## src/rtl/lpm_pkg.sv

```systemverilog
package lpm_pkg;
  typedef struct packed {
    logic capture;   // track normal code into the saved register
    logic useLow;    // rail on preset low code
    logic coreOff;   // rail switched off
  } lpStrobes_t;
endpackage

```

## src/rtl/lpm_control.sv

```systemverilog
module lpm_control
  import lpm_pkg::*;
(
  input  logic       clk,
  input  logic       rstN,
  input  logic       lpReq,
  input  logic       lpEnable,
  input  logic       coreOffCfg,
  input  logic       buttonEvt,
  input  logic       hotResetEvt,
  output logic       lpActive,
  output lpStrobes_t strobes
);
  logic gateNow;
  logic armQ;
  logic inLpQ;
  logic riseSeen;
  logic eventExit;
  logic levelExit;

  assign gateNow   = lpReq & lpEnable;
  assign riseSeen  = gateNow & ~armQ;
  assign eventExit = buttonEvt | hotResetEvt;
  assign levelExit = ~gateNow;

  always_ff @(posedge clk or negedge rstN) begin
    if (!rstN) begin
      armQ  <= 1'b0;
      inLpQ <= 1'b0;
    end else begin
      armQ <= gateNow;
      if (inLpQ) begin
        if (levelExit || eventExit) inLpQ <= 1'b0;
      end else if (riseSeen && !eventExit) begin
        inLpQ <= 1'b1;
      end
    end
  end

  assign lpActive        = inLpQ;
  assign strobes.capture = ~inLpQ;
  assign strobes.useLow  = inLpQ & ~coreOffCfg;
  assign strobes.coreOff = inLpQ & coreOffCfg;

  p_enter_on_edge_r1: assert property (@(posedge clk) disable iff (!rstN)
    (!inLpQ && gateNow && !armQ && !eventExit) |=> inLpQ);
  p_enable_gates_r2: assert property (@(posedge clk) disable iff (!rstN)
    (!inLpQ && !lpEnable) |=> !inLpQ);
  p_level_no_reentry_r3: assert property (@(posedge clk) disable iff (!rstN)
    (!inLpQ && armQ) |=> !inLpQ);
  p_level_exit_r4: assert property (@(posedge clk) disable iff (!rstN)
    (inLpQ && (!lpReq || !lpEnable)) |=> !inLpQ);
  p_event_exit_r5: assert property (@(posedge clk) disable iff (!rstN)
    (inLpQ && eventExit) |=> !inLpQ);
  p_exit_priority_r6: assert property (@(posedge clk) disable iff (!rstN)
    eventExit |=> !inLpQ);
endmodule

```

## src/rtl/lpm_datapath.sv

```systemverilog
module lpm_datapath
  import lpm_pkg::*;
#(
  parameter int CODE_W = 6
) (
  input  logic              clk,
  input  logic              rstN,
  input  lpStrobes_t        strobes,
  input  logic [CODE_W-1:0] normCode,
  input  logic [CODE_W-1:0] presetCode,
  output logic              coreSelLow,
  output logic              coreDisable,
  output logic [CODE_W-1:0] coreCode
);
  logic [CODE_W-1:0] savedQ;

  always_ff @(posedge clk or negedge rstN) begin
    if (!rstN)               savedQ <= '0;
    else if (strobes.capture) savedQ <= normCode;
  end

  assign coreSelLow  = strobes.useLow;
  assign coreDisable = strobes.coreOff;
  assign coreCode    = strobes.useLow ? presetCode : savedQ;

  p_hold_in_lp_r9: assert property (@(posedge clk) disable iff (!rstN)
    !strobes.capture |=> $stable(savedQ));
  p_track_out_r9: assert property (@(posedge clk) disable iff (!rstN)
    strobes.capture |=> (savedQ == $past(normCode)));
  p_rail_mode_excl_r8: assert property (@(posedge clk) disable iff (!rstN)
    !(coreSelLow && coreDisable));
endmodule

```

## src/rtl/lpm_core_ctrl.sv

```systemverilog
module lpm_core_ctrl
  import lpm_pkg::*;
#(
  parameter int CODE_W = 6
) (
  input  logic              clk,
  input  logic              rstN,
  input  logic              lpReq,
  input  logic              lpEnable,
  input  logic              coreOffCfg,
  input  logic              buttonEvt,
  input  logic              hotResetEvt,
  input  logic [CODE_W-1:0] normCode,
  input  logic [CODE_W-1:0] presetCode,
  output logic              lpActive,
  output logic              coreSelLow,
  output logic              coreDisable,
  output logic [CODE_W-1:0] coreCode
);
  lpStrobes_t strobes;

  lpm_control uCtrl (
    .clk(clk), .rstN(rstN), .lpReq(lpReq), .lpEnable(lpEnable),
    .coreOffCfg(coreOffCfg), .buttonEvt(buttonEvt), .hotResetEvt(hotResetEvt),
    .lpActive(lpActive), .strobes(strobes)
  );

  lpm_datapath #(.CODE_W(CODE_W)) uData (
    .clk(clk), .rstN(rstN), .strobes(strobes), .normCode(normCode),
    .presetCode(presetCode), .coreSelLow(coreSelLow),
    .coreDisable(coreDisable), .coreCode(coreCode)
  );

  p_reset_state_r10: assert property (@(posedge clk) disable iff (!rstN)
    $rose(rstN) |-> (!lpActive && !coreDisable));
endmodule

```

## config.mk

```make
export PLATFORM = sky130hd
export DESIGN_NAME = lpm_core_ctrl
export DESIGN_NICKNAME = d
export VERILOG_FILES = /design/src/rtl/lpm_pkg.sv /design/src/rtl/lpm_control.sv /design/src/rtl/lpm_datapath.sv /design/src/rtl/lpm_core_ctrl.sv
export SDC_FILE = /design/constraint.sdc
export NUM_CORES = 1
export LEC_CHECK = 0
export BUFFER_PORTS_ARGS = -buffer_cell sky130_fd_sc_hd__buf_2
export CAP_MARGIN = 30
export CORE_AREA = 2 2 39 41
export CTS_CLUSTER_SIZE = 28
export DETAILED_ROUTE_END_ITERATION = 10
export DIE_AREA = 0 0 41 43
export SLEW_MARGIN = 10
export SYNTH_ARGS = -nofsm -noshare
export SYNTH_HDL_FRONTEND = slang
export SYNTH_SLANG_ARGS = --single-unit
```

## constraint.sdc

```tcl
create_clock -name clk -period 4.3 [get_ports clk]
set_input_delay 1.29 -clock clk [delete_from_list [all_inputs] [get_ports clk]]
set_output_delay 1.29 -clock clk [all_outputs]
set_load 0.02 [all_outputs]
```

==> metrics.md <==
| Metric | Value |
|---|---|
| Site row count | 14 |
| PortBufs | 27 |
| Hold Crit Start | uData.savedQ[2] |
| Sequential element share of the synthesized area | 0.471 |
| CTS Root Cell | clkbuf_4 |
| Post-CTS setup buffers | 0 |
| Slew margin rel. | 0.771 |
| DRT Pass-1 Iters | 2 |
| Syn Inst Count | 27 |
| Static Leak | roughly 0.0003 µW |
| Dpl cells | 68 |
| Pins Over Slew Limit | 0 |
| Maximum buffer depth of the clock tree | 2 |
| Via density | 4.48 |
| Starting DRT DRC Count | 3 |
| Die height | 43 µm |
| Initial core utilization | 0.307 |
| Synthesized flop and latch total | 8 |
| Yosys warns | 0 |
| Vias in the first global route | 316 |
| Critical path arrival | approximately 2.1 ns |
| Final setup violation count | 0 |
| Gr ovfl total | 0 |
| Critical path launch point type | primary input |
| CTS tree | done |
| Hold path depth | 1 |
| Post-CTS Resized | 0 |
| IO Pins | 28 |
| Post-route insts no fill | 71 |
| Crit path max fanout | 7 |
| Final period utilization | 0.796 |
| Pwr Total | 168 µW |
| Clk Latency, worst-skew pair | between 0.2 and 0.25 ns |
| Routed WL | 718 µm |
| Fmax | 292 MHz |
| Yosys cell types | 9 |
| Hold Path Class | reg -> reg |
| Worst Max-Slew Pin Slew | 0.344 ns |
| Peak supply drop | around 0.00014 V |
| R2R depth | 2 |
| Total number of vias | approximately 320 |
| CTS buffer count | 3 |
| Synth Area per Inst | 15.8 µm² |
| Share of cells above drive strength 1 | 0.818 |
| Hold-fix buffers, CTS | 0 |
| Crit end category | output pin |
| Syn_nets | 46 |
| Hold Slack | 0.506 ns |
| Setup TNS | 0 ns |
| DRC viols | 0 |
| All-layer global routing usage | 0.108 |
| Critical Path RT | 3.01 ns |
| R2R Path Start | uCtrl.lpActive |
| Worst r2r dst | uCtrl.lpActive |
| # clock sinks | 8 |
| Final Wtd Congestion | 0.603 |
| ANT nets after route | 0 |
| Max-Cap Viols | 0 |
| Chip width | 41 µm |
| H-tree levels | 1 |
| Worst setup path class | in -> out |
| Shortest period the worst path allows | 3.42 ns |
| Clock transition at the registers of the reported paths | roughly 0.05 ns |
| Final Hold Viols | 0 |
| Nets@finish | 76 |
| Post-Syn Area | between 400 and 500 µm² |
| Largest net degree at the start of global routing | 11 |
| Unrepaired setup endpoints after global routing | no |
| Clock Skew | 0.00134 ns |
| PD cells | 289 nW/µm² |
| N_diodes | 0 |
| Routed wire length per instance | 10.1 µm |
| Core region area | ~1400 µm² |
| First-pass GRT wire length | 1210 µm |
| Endpoint, Worst Hold | uData.savedQ[2] |
| Outcome | finished, final reports clean |
| Fin area | 581 µm² |
| Initial antenna violation count | 0 |
| Area after DPL | between 500 and 600 µm² |
| Layout area overhead | 36.5% |
| Die area | 1760 µm² |
| R2r setup slk | around 3.2 ns |
==> kinds of logic (layout without fill, tap and decap cells) <==
kind of cell	count (synthesis)	count (layout)	share of synthesized area
buffers and inverters	2	30	0.0529
DFF	8	8	0.471
muxes	12	12	0.371
and+or+nand+nor	5	5	0.106
==> layout make-up <==
class                      count  area (µm²)
sequential                     8         200
fill                         142         803
timing repair buffer          27         135
tap                           16        20.0
clock buffer                   3        22.5
multi-input combinational     17         203
==> critical path, stage by stage <==
cell and delay, ns:
buf_2 0.12, nor2b_4 0.25, mux2_4 0.32, buf_2 0.16
==> cell usage in the layout (no fill, tap or decap) <==
cell type / count
and2_1: 1
and2_2: 1
and2b_2: 1
buf_2: 27
clkbuf_4: 3
dfrtp_1: 8
mux2_2: 6
mux2_4: 6
nor2b_4: 1
nor4b_1: 1
==> state kept, by name, summed over array words and instances (netlist names) <==
name / count
uCtrl.lpActive: 1
uData.savedQ: 6
uCtrl.armQ: 1
==> metrics by stage <==
step	utilization	setup WS, ns
floorplan	-	1.13
global placement	0.403	0.882
detailed placement	0.403	0.862
CTS	0.420	0.862
global route	0.420	0.829
finish	0.420	0.875
==> per-layer routing <==
layer | wire (µm) | global-route usage | vias to the layer above
met5 | 0 | 0 | -
met4 | 6 | 0.100 | 0
met3 | 83 | 0.0471 | 2
met2 | 373 | 0.153 | 17
met1 | 254 | 0.111 | 147
li1 | - | - | 152
==> worst max-delay path by stage <==
| stage | from | endpoint | cells past startpoint | slack (ns) |
|---|---|---|---|---|
| floorplan | coreOffCfg | coreCode[0] | 3 | 1.13 |
| global placement | coreOffCfg | coreCode[2] | 4 | 0.88 |
| detailed placement | coreOffCfg | coreCode[4] | 4 | 0.86 |
| CTS | coreOffCfg | coreCode[4] | 4 | 0.86 |
| global route | coreOffCfg | coreCode[1] | 4 | 0.83 |
| finish | coreOffCfg | coreCode[4] | 4 | 0.88 |
==> power by group <==
part / switching (µW) / total (µW) / internal [µW] / leakage (µW)
clock network: 22.7 / 54.5 / 31.7 / 0.0000138
registers: 2.52 / 82.2 / 79.7 / 0.0000966
logic: 13.1 / 31.1 / 18.0 / 0.000188
total: 38.3 / 168 / 129 / 0.000299
==> cells in the mapped netlist, drive strengths merged <==
master,instances,area (µm²)
mux2,12,158
dfrtp,8,200
and2,2,13.8
buf,2,22.5
and2b,1,8.76
nor2b,1,13.8
nor4b,1,8.76
Power figures use the tool's default switching activity.
